## src/rtl/ifc_pkg.sv

```systemverilog
package ifc_pkg;
   localparam int SRC_W  = 8;
   localparam int NUM_RX = 2;

   localparam int B_RX0  = 0;
   localparam int B_RX1  = 1;
   localparam int B_TX0  = 2;
   localparam int B_TX1  = 3;
   localparam int B_TX2  = 4;
   localparam int B_ERR  = 5;
   localparam int B_WAK  = 6;
   localparam int B_MERR = 7;

   localparam logic [1:0] SEL_FLAG = 2'd0;
   localparam logic [1:0] SEL_EN   = 2'd1;
   localparam logic [1:0] SEL_OVF  = 2'd2;

   // source bit position that owns a given priority code (code 0 = none)
   function automatic int src_of_code(input int code);
      case (code)
         1:       return B_ERR;
         2:       return B_WAK;
         3:       return B_TX0;
         4:       return B_TX1;
         5:       return B_TX2;
         6:       return B_RX0;
         7:       return B_RX1;
         default: return B_MERR;
      endcase
   endfunction
endpackage

```

## src/rtl/ifc_bit_bank.sv

```systemverilog
module ifc_bit_bank #(
   parameter int W        = 8,
   parameter bit HAS_HOLD = 1'b0
) (
   input  logic         clk,
   input  logic         rst_n,
   input  logic         wr_i,
   input  logic [W-1:0] mask_i,
   input  logic [W-1:0] data_i,
   input  logic [W-1:0] set_i,
   input  logic [W-1:0] hold_i,
   output logic [W-1:0] q_o
);
   logic [W-1:0] hold_eff;
   logic [W-1:0] q;

   if (W < 1) begin : g_bad_w
      $error("ifc_bit_bank: W must be at least 1");
   end

   assign hold_eff = hold_i & {W{HAS_HOLD}};

   for (genvar i = 0; i < W; i++) begin : g_bit
      logic host_bit;
      logic nxt;
      assign host_bit = wr_i & mask_i[i];
      // a held condition keeps a set bit alive; a hardware set always wins
      assign nxt = (host_bit ? (data_i[i] | (q[i] & hold_eff[i])) : q[i]) | set_i[i];

      always_ff @(posedge clk or negedge rst_n) begin
         if (!rst_n) q[i] <= 1'b0;
         else        q[i] <= nxt;
      end

      a_r6_set_wins: assert property (@(posedge clk) disable iff (!rst_n)
         set_i[i] |=> q[i]);
      a_r6_unmasked_stable: assert property (@(posedge clk) disable iff (!rst_n)
         (!(wr_i && mask_i[i]) && !set_i[i]) |=> $stable(q[i]));
      if (HAS_HOLD) begin : g_hold_chk
         a_r4_hold_keeps: assert property (@(posedge clk) disable iff (!rst_n)
            (hold_i[i] && q[i]) |=> q[i]);
      end
   end

   assign q_o = q;
endmodule

```

## src/rtl/ifc_prio_enc.sv

```systemverilog
module ifc_prio_enc
   import ifc_pkg::*;
#(
   parameter int W      = SRC_W,
   parameter int CODE_W = 3
) (
   input  logic [W-1:0]      pend_i,
   output logic [CODE_W-1:0] code_o
);
   localparam int NCODE = (1 << CODE_W);

   if (W != SRC_W || CODE_W != 3) begin : g_bad_cfg
      $error("ifc_prio_enc: code map is fixed to 8 sources and 3-bit code");
   end

   always_comb begin
      code_o = '0;
      // walk from least to most urgent so the lowest code is written last
      for (int c = NCODE - 1; c >= 1; c--) begin
         if (pend_i[src_of_code(c)]) code_o = CODE_W'(c);
      end
   end

   always_comb begin
      if (code_o != '0) a_r7_code_pending: assert (pend_i[src_of_code(int'(code_o))]);
      if (pend_i[B_ERR]) a_r7_err_first: assert (code_o == CODE_W'(1));
   end
endmodule

```

## src/rtl/ifc_ctrl.sv

```systemverilog
module ifc_ctrl
   import ifc_pkg::*;
(
   input  logic             clk,
   input  logic             rst_n,
   input  logic [7:0]       hw_set_i,
   input  logic [7:0]       hold_i,
   input  logic [1:0]       rx_accept_i,
   input  logic             sleep_i,
   input  logic             bus_act_i,
   input  logic             wr_en_i,
   input  logic [1:0]       wr_sel_i,
   input  logic [7:0]       wr_mask_i,
   input  logic [7:0]       wr_data_i,
   input  logic [1:0]       rd_sel_i,
   output logic [7:0]       rd_data_o,
   output logic             int_n_o,
   output logic [2:0]       icod_o,
   output logic             wake_req_o
);
   localparam int RX_PAD = SRC_W - NUM_RX;

   logic [SRC_W-1:0]  flag_q, en_q, flag_set, pend;
   logic [NUM_RX-1:0] ovf_q, rx_full, ovf_evt, rx_fill;
   logic              wake_evt, wake_q;
   logic              wr_flag, wr_en_reg, wr_ovf;

   if (NUM_RX != 2 || SRC_W != 8) begin : g_bad_cfg
      $error("ifc_ctrl: layout requires 8 sources and 2 receive buffers");
   end

   assign wr_flag   = wr_en_i && (wr_sel_i == SEL_FLAG);
   assign wr_en_reg = wr_en_i && (wr_sel_i == SEL_EN);
   assign wr_ovf    = wr_en_i && (wr_sel_i == SEL_OVF);

   assign rx_full  = {flag_q[B_RX1], flag_q[B_RX0]};
   assign ovf_evt  = rx_accept_i & rx_full;
   assign rx_fill  = rx_accept_i & ~rx_full;
   assign wake_evt = sleep_i & bus_act_i & en_q[B_WAK];

   always_comb begin
      flag_set         = hw_set_i;
      flag_set[B_RX0]  = hw_set_i[B_RX0] | rx_fill[0];
      flag_set[B_RX1]  = hw_set_i[B_RX1] | rx_fill[1];
      flag_set[B_ERR]  = hw_set_i[B_ERR] | (|ovf_evt);
      flag_set[B_WAK]  = hw_set_i[B_WAK] | wake_evt;
   end

   ifc_bit_bank #(.W(SRC_W), .HAS_HOLD(1'b1)) u_flags (
      .clk(clk), .rst_n(rst_n), .wr_i(wr_flag), .mask_i(wr_mask_i),
      .data_i(wr_data_i), .set_i(flag_set), .hold_i(hold_i), .q_o(flag_q));

   ifc_bit_bank #(.W(SRC_W), .HAS_HOLD(1'b0)) u_enables (
      .clk(clk), .rst_n(rst_n), .wr_i(wr_en_reg), .mask_i(wr_mask_i),
      .data_i(wr_data_i), .set_i('0), .hold_i('0), .q_o(en_q));

   ifc_bit_bank #(.W(NUM_RX), .HAS_HOLD(1'b0)) u_ovf (
      .clk(clk), .rst_n(rst_n), .wr_i(wr_ovf), .mask_i(wr_mask_i[NUM_RX-1:0]),
      .data_i(wr_data_i[NUM_RX-1:0]), .set_i(ovf_evt), .hold_i('0), .q_o(ovf_q));

   always_ff @(posedge clk or negedge rst_n) begin
      if (!rst_n) wake_q <= 1'b0;
      else        wake_q <= wake_evt;
   end

   assign pend = flag_q & en_q;

   ifc_prio_enc #(.W(SRC_W), .CODE_W(3)) u_enc (.pend_i(pend), .code_o(icod_o));

   assign int_n_o    = ~(|pend);
   assign wake_req_o = wake_q;

   always_comb begin
      case (rd_sel_i)
         SEL_FLAG: rd_data_o = flag_q;
         SEL_EN:   rd_data_o = en_q;
         SEL_OVF:  rd_data_o = {{RX_PAD{1'b0}}, ovf_q};
         default:  rd_data_o = '0;
      endcase
   end

   a_r3_set_lowers_int: assert property (@(posedge clk) disable iff (!rst_n)
      (|(hw_set_i & en_q) && !wr_en_reg) |=> !int_n_o);
   a_r7_code_implies_int: assert property (@(posedge clk) disable iff (!rst_n)
      (icod_o != 3'd0) |-> !int_n_o);
   a_r11_ovf_sticky: assert property (@(posedge clk) disable iff (!rst_n)
      (|ovf_q && !wr_ovf) |=> ((ovf_q & $past(ovf_q)) == $past(ovf_q)));
   a_r10_ovf_raises_err: assert property (@(posedge clk) disable iff (!rst_n)
      (|ovf_evt) |=> flag_q[B_ERR]);
   a_r12_wake_pulse: assert property (@(posedge clk) disable iff (!rst_n)
      (sleep_i && bus_act_i && en_q[B_WAK]) |=> (wake_req_o && flag_q[B_WAK]));
   a_r12_no_wake_awake: assert property (@(posedge clk) disable iff (!rst_n)
      !sleep_i |=> !wake_req_o);
endmodule

```

## config.mk

```make
export PLATFORM = sky130hd
export DESIGN_NAME = ifc_ctrl
export DESIGN_NICKNAME = d
export VERILOG_FILES = /design/src/rtl/ifc_pkg.sv /design/src/rtl/ifc_bit_bank.sv /design/src/rtl/ifc_prio_enc.sv /design/src/rtl/ifc_ctrl.sv
export SDC_FILE = /design/constraint.sdc
export NUM_CORES = 1
export LEC_CHECK = 0
export ABC_AREA = 0
export CORE_MARGIN = 2
export CORE_UTILIZATION = 36
export DETAILED_ROUTE_END_ITERATION = 10
export HOLD_SLACK_MARGIN = 0.02
export PLACE_DENSITY = 0.75
export SYNTH_ARGS = -nofsm -noshare
export SYNTH_HDL_FRONTEND = slang
export SYNTH_SLANG_ARGS = --single-unit
```

## constraint.sdc

```tcl
create_clock -name clk -period 1.1 [get_ports clk]
set_input_delay 0.165 -clock clk [delete_from_list [all_inputs] [get_ports clk]]
set_output_delay 0.165 -clock clk [all_outputs]
set_load 0.01 [all_outputs]
```

Word level (Yosys, flattened, before mapping)
Cells that the tools add are included.
{"block": "op_classes", "n_reduce_logical": 7, "muxes": 18, "eq_ne": 4, "bitwise": 55}
{"op": "AND 1 bit", "count": 28}
{"op": "one-hot mux 8 bit (3 select lines)", "count": 1}
{"op": "OR 1 bit", "count": 22}
{"op": "2-to-1 mux 3 bit", "count": 7}
{"op": "2-to-1 mux 1 bit", "count": 10}
{"op": "AND 8 bit", "count": 1}
{"op": "OR reduction 8 bit", "count": 1}
{"op": "AND 2 bit", "count": 2}
{"op": "equality test 2 x 1 -> 1 bit, second input constant", "count": 2}
{"op": "equality test 2 bit, second input constant", "count": 2}
{"op": "zero test 2 bit", "count": 2}
{"op": "logical AND 1 bit", "count": 3}
{"op": "inverter 2 bit", "count": 1}
{"op": "OR reduction 2 bit", "count": 1}
{"op": "inverter 1 bit", "count": 1}
{"block": "word_totals", "wordCells": 103, "out_inout_bits": 13, "register_bits": 19, "in_bits": 43}

Logic depth before layout (Yosys ltp)
Gate-level depths: netlist of the first run.
{"block": "logic_depth", "word_depth": 8, "mapped_depth": 4, "depth_no_buf": 3}

By module
Synthesis of the first run repeated with hierarchy kept, for this count alone.
{"block": "unflattened", "cells_unflattened": 121, "hier_area_um2": 1233.7}
{"mod": "ifc_bit_bank (u_flags)", "seq_area_each_um2": 200.2, "area_per_inst_um2": 399.1, "cells_each": 33, "instances": 1}
{"mod": "ifc_bit_bank (u_enables)", "seq_area_each_um2": 200.2, "area_per_inst_um2": 359.1, "cells_each": 25, "instances": 1}
{"mod": "ifc_ctrl", "seq_area_each_um2": 25.0, "area_per_inst_um2": 329.1, "cells_each": 46, "instances": 1}
{"mod": "ifc_bit_bank (u_ovf)", "seq_area_each_um2": 50.0, "area_per_inst_um2": 85.1, "cells_each": 6, "instances": 1}
{"mod": "ifc_prio_enc", "seq_area_each_um2": 0.0, "area_per_inst_um2": 61.3, "cells_each": 11, "instances": 1}

Least setup slack after synthesis of the first run
OpenSTA, ideal clock, no wires.
{"block": "synth_timing", "kind": "reg-to-output", "from": "register u_flags.q[0] (netlist: u_flags.q_o[0])", "to": "output port int_n_o", "path_stages_with_launch": 5, "setup_slack_ps": -270, "t_required_ps": 935, "t_arrival_ps": 1205, "path_cell_list": "dfrtp_1 clkbuf_1 a22o_1 nand2b_1 a211oi_1"}
{"block": "synth_between", "elab_chain_cells": 3}
{"element": "start: declaration", "line": "ifc_bit_bank.sv:15", "rtl": "logic [W-1:0] q;"}
{"element": "start signal: indexed assignment", "line": "ifc_bit_bank.sv:32", "rtl": "else q[i] <= nxt;"}
{"element": "AND 8 bit", "line": "ifc_ctrl.sv:66", "rtl": "assign pend = flag_q & en_q;"}
{"element": "OR reduction 8 bit", "line": "ifc_ctrl.sv:70", "rtl": "assign int_n_o = ~(|pend);"}
{"element": "inverter 1 bit", "line": "ifc_ctrl.sv:70"}
{"element": "end: declaration", "line": "ifc_ctrl.sv:17", "rtl": "output logic int_n_o,"}
Every way passes these cells.

Worst setup path in the final report of the first run
Ends and elaborated chain as after synthesis.

==> summary.md, run 1 <==
| Metric | Value |
|---|---|
| Status | `finished with violations` |
| Violated checks | `negative setup slack` |
| Clock skew | `0.004259 ns` |
| Syn nets | `166` |
| CP Class | `flop to output port` |
| Crit. End Element | `output port` |
| Initial Util | `37.87%` |
| Final Core Density | `69.30%` |
| Vias | `1,310` |
| Worst reg2reg setup slack | `-0.06 ns` |
| Via/cell ratio | `5.078` |
| Final Wtd Congestion | `0.8926` |
| GR peak layer | `met2` |
| Flops & latches, synth | `19` |
| Total grt overflow | `0` |
| Pin count of the biggest net entering global routing | `20` |
| Final setup violation count | `14` |
| Fin Setup TNS | `-4.105 ns` |
| WHS | `0.2222 ns` |
| Max_slew headroom | `82.71%` |
| Pwr dens | `1017 nW/um2` |
| Nets@finish | `258` |
| Pleak | `0.9003 nW` |
| Top_reg_cell synth | `dfrtp_1` |
| RSZ-0062 raised after global routing | `yes` |
| Clk Tree Root Cell | `clkbuf_4` |
| Setup ws final | `-0.5217 ns` |
| Routed WL | `4092 um` |
| DIE HEIGHT | `60.67 um` |
| Fill cells | `255` |
| Initial drt markers | `80` |
| Synth warnings | `0` |
| Multi-input gate area | `740.7 um2` |
| Synth-to-layout area growth | `83.01%` |
| Die width | `60.67 um` |
| Initial antenna violation count | `0` |
| Avg Cell Area, Syn | `9.399 um2` |
| Global routing usage on met2 | `40.55%` |
| Clock Latency Late Sink | `0.30 ns` |
| Die Footprint | `3681 um2` |
| GRT Util Overall | `22.93%` |
| Total CTS buffers | `3` |
| Least-Margin Pin Slew | `0.2593 ns` |
| WL/cell | `15.86 um` |
| Critical path required time | `0.94 ns` |
| CP max stage cell | `dfrtp_1` |
| Most common cell after layout, fill and taps aside | `clkdlybuf4s50_1` |
| First-pass GRT wire length | `6251 um` |
| H-tree levels | `1` |
| Mapped Cells | `123` |
| DP Worst Slack | `-0.6761 ns` |
| EDFF count, synth | `0` |
| Syn Std Cell Area | `1156 um2` |
| Peak Freq | `616.7 MHz` |
| M1 GR Usage | `29.83%` |
| FFs w/ async S/R, synth | `100.0%` |
| Storage cell area | `475.5 um2` |
| Design Power | `0.002151 W` |
| Post-synth cell types | `28` |
| Drt pass-1 iters | `4` |
| Maximum vdd drop | `0.5560 mV` |
| Core outline area | `3053 um2` |
| CTS clk-pin slew, worst paths | `0.12 ns` |
| GRT met3 Usage | `2.772%` |
| Clock sinks | `19` |
| Vias in the first global route | `1,315` |
| # rows | `20` |
| Clock period minus worst slack | `1.622 ns` |
| Hpwl dp | `2970 um` |
| Diode count | `0` |
| Hold WC Path Type | `primary input to async pin` |
| Most frequent cells in the layout | `clkdlybuf4s50_1, nand2_1, buf_4, dfrtp_1, buf_6` |
| Final Hold Violating Endpoints | `0` |
| Setup crit start kind | `flop` |
| Ports | `56` |
| CP cell instances | `a22o_1, nand2b_4, a211oi_4, buf_2` |
| Maximum fanout along the worst path | `3` |
| Max-capacitance violation count | `0` |
| CP max stage delay | `0.46 ns` |
| Ratio of cells with drive above 1 in the final layout | `39.25%` |
| CP arrival | `1.46 ns` |
| IO Port Bufs | `55` |
| Final ANT Viol Nets | `0` |
| DRC Markers | `0` |
| Slew Viols, Final | `0` |
| Period Utilization, post-route | `147.4%` |
| Deepest clock path buffer count | `2` |
| Seq/Total Area, Yosys | `41.13%` |
| CTS tree | `built` |
[cell usage after synthesis (2+ instances only)]
cell type	count	area share, %
dfrtp_1	19	41
nand2b_1	7	3.8
mux2i_1	10	8.7
nor3b_2	3	3.2
nor2b_1	4	2.2
a32oi_1	2	1.5
o21ai_0	6	2.6
a211oi_1	5	3.2
nand2_1	26	8.4
buf_2	2	0.87
o21ai_1	4	1.7
nor2_1	6	1.9
nand4b_1	2	1.5
mux2_2	8	7.8
a31oi_1	4	2.2
nand3_1	3	1.3
[kinds of logic after synthesis]
kind of cell,share of synthesized area (%)
buffers and inverters,2.814
AOI/OAI and AO/OA,14.50
muxes,16.45
and+or+nand+nor,25.11
DFF,41.13
[per-layer routing]
metal / wire length [um] / part of all wire, % / vias to the layer above
met2: 2044 / 50 / 51
li1: - / - / 628
met4: 39 / 0.95 / 0
met5: 0 / 0 / -
met3: 215 / 5.3 / 4
met1: 1793 / 44 / 627
[state kept, by name, indices dropped and copies added, names as in the netlist]
register	cells
u_enables.q_o	8
u_flags.q_o	8
u_ovf.q_o	2
wake_req_o	1
[repair_timing]
| item | CTS | global route |
|---|---|---|
| hold buffers | 0 | 0 |
| resized for setup | 69 | 19 |
| pin swaps | 11 | 10 |
| buffers inserted | 7 | 4 |
| setup endpoints to repair | 29 | 25 |
[layout make-up]
type,instances,share of cell area (%)
flip-flops and latches,19,22.47
repair buffers,92,38.62
well taps,44,2.602
multi-input cells,99,35.01
clock inverters,1,0.2365
clock buffers,3,1.064
[metrics by stage]
| stage | std cells | instance area, um2 |
|---|---|---|
| after floorplan | 123 | 1201 |
| after global placement | 244 | 1967 |
| after detailed placement | 244 | 1967 |
| after CTS | 254 | 2032 |
| after global routing | 258 | 2116 |
| final | 258 | 2116 |
[report_power, final]
part | total, W | internal, W | switching [W] | leakage, nW
sequential | 0.000833 | 0.000772 | 0.0000615 | 0.198
combinational | 0.000951 | 0.000560 | 0.000391 | 0.684
clock | 0.000367 | 0.000135 | 0.000231 | 0.0177
[final timing paths]
kind	start	to	cells after the start
max in group asynchronous	rst_n	u_enables.q_o[5]	2
setup reg to reg	u_enables.q_o[6]	u_flags.q_o[6]	5
hold / removal	rst_n	u_flags.q_o[2]	2
hold reg to reg	u_ovf.q_o[1]	u_ovf.q_o[1]	2
setup / recovery	u_flags.q_o[0]	int_n_o	4
min in group clk	hw_set_i[7]	u_flags.q_o[7]	3
[critical path, delay by kind of cell (launching register included)]
family	cells	cell delay (ns)
buffers and inverters	1	0.16
AND/OR/NAND/NOR	1	0.16
AO/OA/AOI/OAI	2	0.38
flip-flops	1	0.46
Power figures use the tool's default switching activity.
==> run 2, diff against run 1 <==
CELL_PAD_IN_SITES_DETAIL_PLACEMENT = 0   (was unset)
CELL_PAD_IN_SITES_GLOBAL_PLACEMENT = 1   (was unset)
CORE_UTILIZATION = 26   (was 36)
PLACE_DENSITY = unset   (was 0.75)
PLACE_DENSITY_LB_ADDON = 0.1   (was unset)
==> run 2 against run 1 <==
  * The run still ends with negative setup slack left
  * First-iteration DRC count is 39% lower
  * Die area increased by 36%
  * Count of clock-buffer cells in the layout up 1
  * Clock skew grew 0.00058 ns
  * Cell area grew 2.5%
  * Core utilization is 19 points lower
  * Total power is 6.0% higher
  * Via count fell by 3.3%
  * Sequential power about the same
  * Sequential share of layout area down 0.54 points
  * Routed wire length shrank 4.5%
  * Flip-flop and latch count unchanged
  * Critical path type unchanged
  * Highest routed layer unchanged
==> summary.md, run 2 (synthesized netlist as in run 1, its figures left out) <==
| Metric | Value |
|---|---|
| Final ANT Viol Nets | `0 (unchanged)` |
| CP arrival | `1.38 ns (was 1.46 ns)` |
| Violated checks | `negative setup slack (unchanged)` |
| Max-capacitance violation count | `0 (unchanged)` |
| H-tree levels | `1 (unchanged)` |
| Reg2reg end | `u_flags.q_o[6] (unchanged)` |
| Routed WL | `3908 um (was 4092 um)` |
| Pin count of the biggest net entering global routing | `20 (unchanged)` |
| Peak Freq | `647.5 MHz (was 616.7 MHz)` |
| Initial Util | `26.74% (was 37.87%)` |
| DP Worst Slack | `-0.7098 ns (was -0.6761 ns)` |
| Hpwl dp | `2934 um (was 2970 um)` |
| Hold WC Path Type | `primary input to async pin (unchanged)` |
| Clock period minus worst slack | `1.544 ns (was 1.622 ns)` |
| Via/cell ratio | `4.728 (was 5.078)` |
| Setup crit start kind | `flop (unchanged)` |
| P_int | `0.001611 W (was 0.001467 W)` |
| Total CTS buffers | `3 (unchanged)` |
| Vias in the first global route | `1,333 (was 1,315)` |
| Least-Margin Pin Slew | `0.2661 ns (was 0.2593 ns)` |
| Final Hold Violating Endpoints | `0 (unchanged)` |
| First-pass GRT wire length | `6389 um (was 6251 um)` |
| Initial antenna violation count | `0 (unchanged)` |
| Clk Tree Root Cell | `clkbuf_8 (was clkbuf_4)` |
| Total grt overflow | `0 (unchanged)` |
| Most common cell after layout, fill and taps aside | `clkdlybuf4s50_1 (unchanged)` |
| Maximum fanout along the worst path | `2 (was 3)` |
| Switching Power | `0.0006690 W (was 0.0006838 W)` |
| Ratio of cells with drive above 1 in the final layout | `39.35% (was 39.25%)` |
| Logic pwr share | `41.9% (was 44.2%)` |
| Drt pass-1 iters | `4 (unchanged)` |
| Clock skew | `0.004835 ns (was 0.004259 ns)` |
| Final setup violation count | `13 (was 14)` |
| Final Wtd Congestion | `0.7841 (was 0.8926)` |
| DIE HEIGHT | `70.68 um (was 60.67 um)` |
| Setup ws final | `-0.4444 ns (was -0.5217 ns)` |
| Synth-to-layout area growth | `87.55% (was 83.01%)` |
| Initial drt markers | `49 (was 80)` |
| Pleak | `0.9353 nW (was 0.9003 nW)` |
| Status | `finished with violations (unchanged)` |
| CP Class | `flop to output port (unchanged)` |
| CTS clk-pin slew, worst paths | `0.07 ns (was 0.12 ns)` |
| Period Utilization, post-route | `140.4% (was 147.4%)` |
| Vias | `1,267 (was 1,310)` |
| Sw Ratio | `29.34% (was 31.79%)` |
| Nets@finish | `260 (was 258)` |
| # rows | `24 (was 20)` |
| CTS tree | `built (unchanged)` |
| Worst reg2reg setup slack | `-0.03 ns (was -0.06 ns)` |
| Core outline area | `4324 um2 (was 3053 um2)` |
| Final non-filler cell total | `268 (was 258)` |
| Crit. End Element | `output port (unchanged)` |
| RSZ-0062 raised after global routing | `yes (unchanged)` |
| Die width | `70.68 um (was 60.67 um)` |
| Critical R2R Launch | `u_enables.q_o[6] (unchanged)` |
| Fill cells | `441 (was 255)` |
| Reg2reg path depth | `5 (unchanged)` |
| Slew Viols, Final | `0 (unchanged)` |
| Deepest clock path buffer count | `2 (unchanged)` |
| Critical path required time | `0.94 ns (about the same)` |
| IO Port Bufs | `55 (unchanged)` |
| Diode count | `0 (unchanged)` |
| WL/cell | `14.58 um (was 15.86 um)` |
| Most frequent cells in the layout | `clkdlybuf4s50_1, buf_4, nand2_1, dfrtp_1, buf_6 (was clkdlybuf4s50_1, nand2_1, buf_4, dfrtp_1, buf_6)` |
| Ports | `56 (unchanged)` |
| Die Footprint | `4996 um2 (was 3681 um2)` |
| Clock Latency Late Sink | `0.26 ns (was 0.30 ns)` |
| Clock Power Share | `21.7% (was 17.0%)` |
| Pwr dens | `1052 nW/um2 (was 1017 nW/um2)` |
| DRC Markers | `0 (unchanged)` |
| GRT Util Overall | `15.99% (was 22.93%)` |
| Dpl cells | `256 (was 244)` |
| Seq pwr share | `36.4% (was 38.7%)` |
| Clock sinks | `19 (unchanged)` |
| Max_slew headroom | `82.26% (was 82.71%)` |
| Maximum vdd drop | `0.6376 mV (was 0.5560 mV)` |
## run 2: changes by cell type in the layout (fill, tap and decap cells not counted), sizes merged
cell           delta
buf               +2
clkbuf            +1
clkdlybuf4s15     +2
dlygate4sd2       -2
clkinv            -1
## run 2: through the flow
step | utilization, % | hold slack (ns) | total power [W] | TNS (ns) | area [um2]
after detailed placement | 46.41 | 0.5249 | 0.001738 | -15.76 | 2007
after floorplan | - | -0.1306 | 0.001186 | -0.1464 | 1201
final | 50.14 | 0.2364 | 0.002280 | -3.188 | 2168
after CTS | 49.39 | 0.2396 | 0.002280 | -3.212 | 2136
after global placement | 46.41 | 0.5275 | 0.001725 | -15.12 | 2007
after global routing | 50.14 | 0.2637 | 0.002405 | -3.874 | 2168
## run 2: what timing repair did
item / 4_1_cts / 5_1_grt
setup buffers: 7 / 3
resized for setup: 83 / 13
pin swaps: 17 / 7
endpoints found under the setup margin: 29 / 25
hold buffers: 0 / 0
## run 2: worst max path at each step
| stage | from | to | slack [ns] | cells past startpoint |
|---|---|---|---|---|
| after floorplan | u_flags.q_o[0] | int_n_o | -0.07 | 4 |
| after global placement | rd_sel_i[0] | rd_data_o[1] | -0.71 | 4 |
| after detailed placement | rd_sel_i[1] | rd_data_o[0] | -0.71 | 4 |
| after CTS | u_flags.q_o[4] | int_n_o | -0.48 | 5 |
| after global routing | u_enables.q_o[4] | int_n_o | -0.53 | 5 |
| final | u_enables.q_o[4] | int_n_o | -0.44 | 5 |
## run 2: final cells by class
| class | instances | area (um2) | share of cell area [%] |
|---|---|---|---|
| tap | 52 | 65.06 | 3.001 |
| clock buffer | 4 | 45.04 | 2.077 |
| sequential | 19 | 475.5 | 21.93 |
| timing repair buffer | 94 | 834.6 | 38.49 |
| multi-input combinational | 99 | 748.2 | 34.51 |
## run 2: worst max-delay path, cell delays in order (launching register included)
cell and delay, ns:
dfrtp_1 0.40, a22oi_2 0.21, buf_4 0.15, nand2b_4 0.06
a211oi_4 0.14, buf_2 0.16
## run 2: power by group through the flow
stage | Sequential, W | Clock (W) | Combinational, W
floorplan | 0.000845 | 0 | 0.000341
global placement | 0.000831 | 0 | 0.000894
detailed placement | 0.000836 | 0 | 0.000902
CTS | 0.000832 | 0.000513 | 0.000935
global route | 0.000839 | 0.000537 | 0.00103
finish | 0.000831 | 0.000495 | 0.000955
## run 2: per-layer routing
metal  vias up  GRT usage [%]  part of all wire, %  routed length (um)
met2        55          27.93                   49                1897
met4         0          5.031                  1.8                  70
li1        630              -                    -                   -
met3         6          3.561                  7.1                 276
met5         -              0                    0                   0
met1       576          19.61                   43                1664
==> run 3, diff against run 2 <==
CELL_PAD_IN_SITES_DETAIL_PLACEMENT = 1   (was 0)
==> run 3 against run 2 <==
  * The run still ends with negative setup slack left
  * Routed wire length is 4.3% higher
  * Sequential power hardly changed
  * Largest power group unchanged
  * Clock skew is 0.0031 ns lower
  * Largest cell class unchanged
  * Die area stayed put
  * Critical path type unchanged
  * Maximum frequency is 0.14% lower
  * Critical path depth stayed put
  * Core utilization is 0.17 points lower
  * Register-to-register slack hardly changed
  * Total power is 0.59% higher
  * Hold slack better by 0.0084 ns
  * Global-route usage is 0.27 points higher
==> summary.md, run 3 (synthesized netlist as in run 1, its figures left out) <==
| Metric | Value |
|---|---|
| Most frequent cells in the layout | `clkdlybuf4s50_1, nand2_1, buf_4, dfrtp_1, buf_6 (was clkdlybuf4s50_1, buf_4, nand2_1, dfrtp_1, buf_6)` |
| Clock sinks | `19 (unchanged)` |
| Dpl cells | `256 (unchanged)` |
| Vias | `1,268 (was 1,267)` |
| Pwr dens | `1062 nW/um2 (was 1052 nW/um2)` |
| DP Worst Slack | `-0.7260 ns (was -0.7098 ns)` |
| Maximum vdd drop | `0.4389 mV (was 0.6376 mV)` |
| Reg2reg end | `u_flags.q_o[6] (unchanged)` |
| Initial drt markers | `34 (was 49)` |
| GRT Util Overall | `16.27% (was 15.99%)` |
| Maximum fanout along the worst path | `2 (unchanged)` |
| Total CTS buffers | `3 (unchanged)` |
| Reg2reg path depth | `5 (unchanged)` |
| CP max stage cell | `dfrtp_1 (unchanged)` |
| Diode count | `0 (unchanged)` |
| Drt pass-1 iters | `4 (unchanged)` |
| IO Port Bufs | `55 (unchanged)` |
| Initial antenna violation count | `0 (unchanged)` |
| Setup crit start kind | `flop (unchanged)` |
| Setup ws final | `-0.4465 ns (was -0.4444 ns)` |
| Pleak | `0.9328 nW (was 0.9353 nW)` |
| Die Footprint | `4996 um2 (unchanged)` |
| Final setup violation count | `13 (unchanged)` |
| RSZ-0062 raised after global routing | `yes (unchanged)` |
| CP startpoint | `u_enables.q_o[4] (unchanged)` |
| Routed WL | `4077 um (was 3908 um)` |
| Max_slew headroom | `82.74% (was 82.26%)` |
| Peak Freq | `646.6 MHz (was 647.5 MHz)` |
| Nets@finish | `258 (was 260)` |
| Final non-filler cell total | `266 (was 268)` |
| Hold WC Path Type | `primary input to async pin (unchanged)` |
| Crit path max-delay family | `flip-flops (unchanged)` |
| Worst reg2reg setup slack | `-0.02 ns (was -0.03 ns)` |
| Violated checks | `negative setup slack (unchanged)` |
| Period Utilization, post-route | `140.6% (was 140.4%)` |
| Clk Tree Root Cell | `clkbuf_8 (unchanged)` |
| CP max stage delay | `0.40 ns (about the same)` |
| Slew Viols, Final | `0 (unchanged)` |
| Deepest clock path buffer count | `2 (unchanged)` |
| # rows | `24 (unchanged)` |
| CTS tree | `built (unchanged)` |
| Critical path required time | `0.94 ns (about the same)` |
| DIE HEIGHT | `70.68 um (unchanged)` |
| Clock period minus worst slack | `1.547 ns (was 1.544 ns)` |
| Final ANT Viol Nets | `0 (unchanged)` |
| WHS | `0.2448 ns (was 0.2364 ns)` |
| Vias in the first global route | `1,359 (was 1,333)` |
| DRC Markers | `0 (unchanged)` |
| Core outline area | `4324 um2 (unchanged)` |
| Clock Latency Late Sink | `0.26 ns (about the same)` |
| Synth-to-layout area growth | `86.90% (was 87.55%)` |
| Max-capacitance violation count | `0 (unchanged)` |
| Final Hold Violating Endpoints | `0 (unchanged)` |
| Most common cell after layout, fill and taps aside | `clkdlybuf4s50_1 (unchanged)` |
| Hpwl dp | `3239 um (was 2934 um)` |
| First-pass GRT wire length | `6437 um (was 6389 um)` |
| Least-Margin Pin Slew | `0.2590 ns (was 0.2661 ns)` |
| Clock skew | `0.001691 ns (was 0.004835 ns)` |
| Final Core Density | `49.97% (was 50.14%)` |
| Design Power | `0.002294 W (was 0.002280 W)` |
| H-tree levels | `1 (unchanged)` |
| Ratio of cells with drive above 1 in the final layout | `39.72% (was 39.35%)` |
| Final Wtd Congestion | `0.7841 (unchanged)` |
| Status | `finished with violations (unchanged)` |
| CP arrival | `1.38 ns (about the same)` |
| CTS clk-pin slew, worst paths | `0.07 ns (about the same)` |
| Initial Util | `26.74% (unchanged)` |
| Ports | `56 (unchanged)` |
| CP bufs+invs | `2 (unchanged)` |
| Die width | `70.68 um (unchanged)` |
| Total grt overflow | `0 (unchanged)` |
| WL/cell | `15.33 um (was 14.58 um)` |
| Critical R2R Launch | `u_enables.q_o[6] (unchanged)` |
| CP Class | `flop to output port (unchanged)` |
| Via/cell ratio | `4.767 (was 4.728)` |
| Crit. End Element | `output port (unchanged)` |
| CP cell instances | `a22oi_2, buf_4, nand2b_4, a211oi_4, buf_2 (unchanged)` |
| Pin count of the biggest net entering global routing | `20 (unchanged)` |
## run 3: how the worst max path moves through the flow
stage | end | slack [ns] | depth (start not counted)
floorplan | int_n_o | -0.07 | 4
detailed placement | rd_data_o[0] | -0.73 | 4
CTS | int_n_o | -0.46 | 5
global placement | rd_data_o[1] | -0.71 | 4
global route | int_n_o | -0.51 | 5
finish | int_n_o | -0.45 | 5
## run 3: per-stage QoR
stage                     TNS, ns  instance area (um2)
after floorplan           -0.1464                 1201
after global placement     -15.12                 2007
after detailed placement   -15.79                 2007
after CTS                  -3.248                 2130
after global routing       -4.014                 2161
final                      -3.213                 2161
## run 3: cell type report
| class | count | area [um2] |
|---|---|---|
| Fill cell | 497 | 2163 |
| Timing Repair Buffer | 92 | 829.5 |
| Multi-Input combinational cell | 99 | 744.5 |
| Sequential cell | 19 | 475.5 |
| Tap cell | 52 | 65.06 |
| Clock buffer | 3 | 41.29 |
| Clock inverter | 1 | 5.005 |
## run 3: worst reg2reg max path, stage by stage (launching register included)
cell	delay, ns
dfrtp_1	0.39
buf_6	0.12
buf_6	0.10
and3_4	0.14
a311oi_2	0.17
nand2_1	0.08
## run 3: per-layer routing
layer / vias up / part of all wire, % / global-route usage [%]
met5: - / 0 / 0
met4: 0 / 0.42 / 2.516
met3: 2 / 5.1 / 3.989
met2: 33 / 54 / 30.74
met1: 608 / 41 / 18.81
li1: 625 / - / -
## run 3: what timing repair did
| action | 4_1_cts | 5_1_grt |
|---|---|---|
| endpoints found under the hold margin | 0 | 0 |
| gates cloned | 0 | 0 |
| hold buffers | 0 | 0 |
| gates resized for setup | 84 | 16 |
| setup endpoints to repair | 29 | 24 |
| setup buffers | 5 | 3 |
| pin swaps | 21 | 10 |
## run 3: report_power, final
part / switching [W] / internal [W] / leakage (nW) / total [W]
clock network: 0.000240 / 0.000252 / 0.0255 / 0.000492
registers: 0.0000574 / 0.000772 / 0.198 / 0.000830
logic: 0.000380 / 0.000592 / 0.709 / 0.000972
total: 0.000678 / 0.00162 / 0.933 / 0.00229
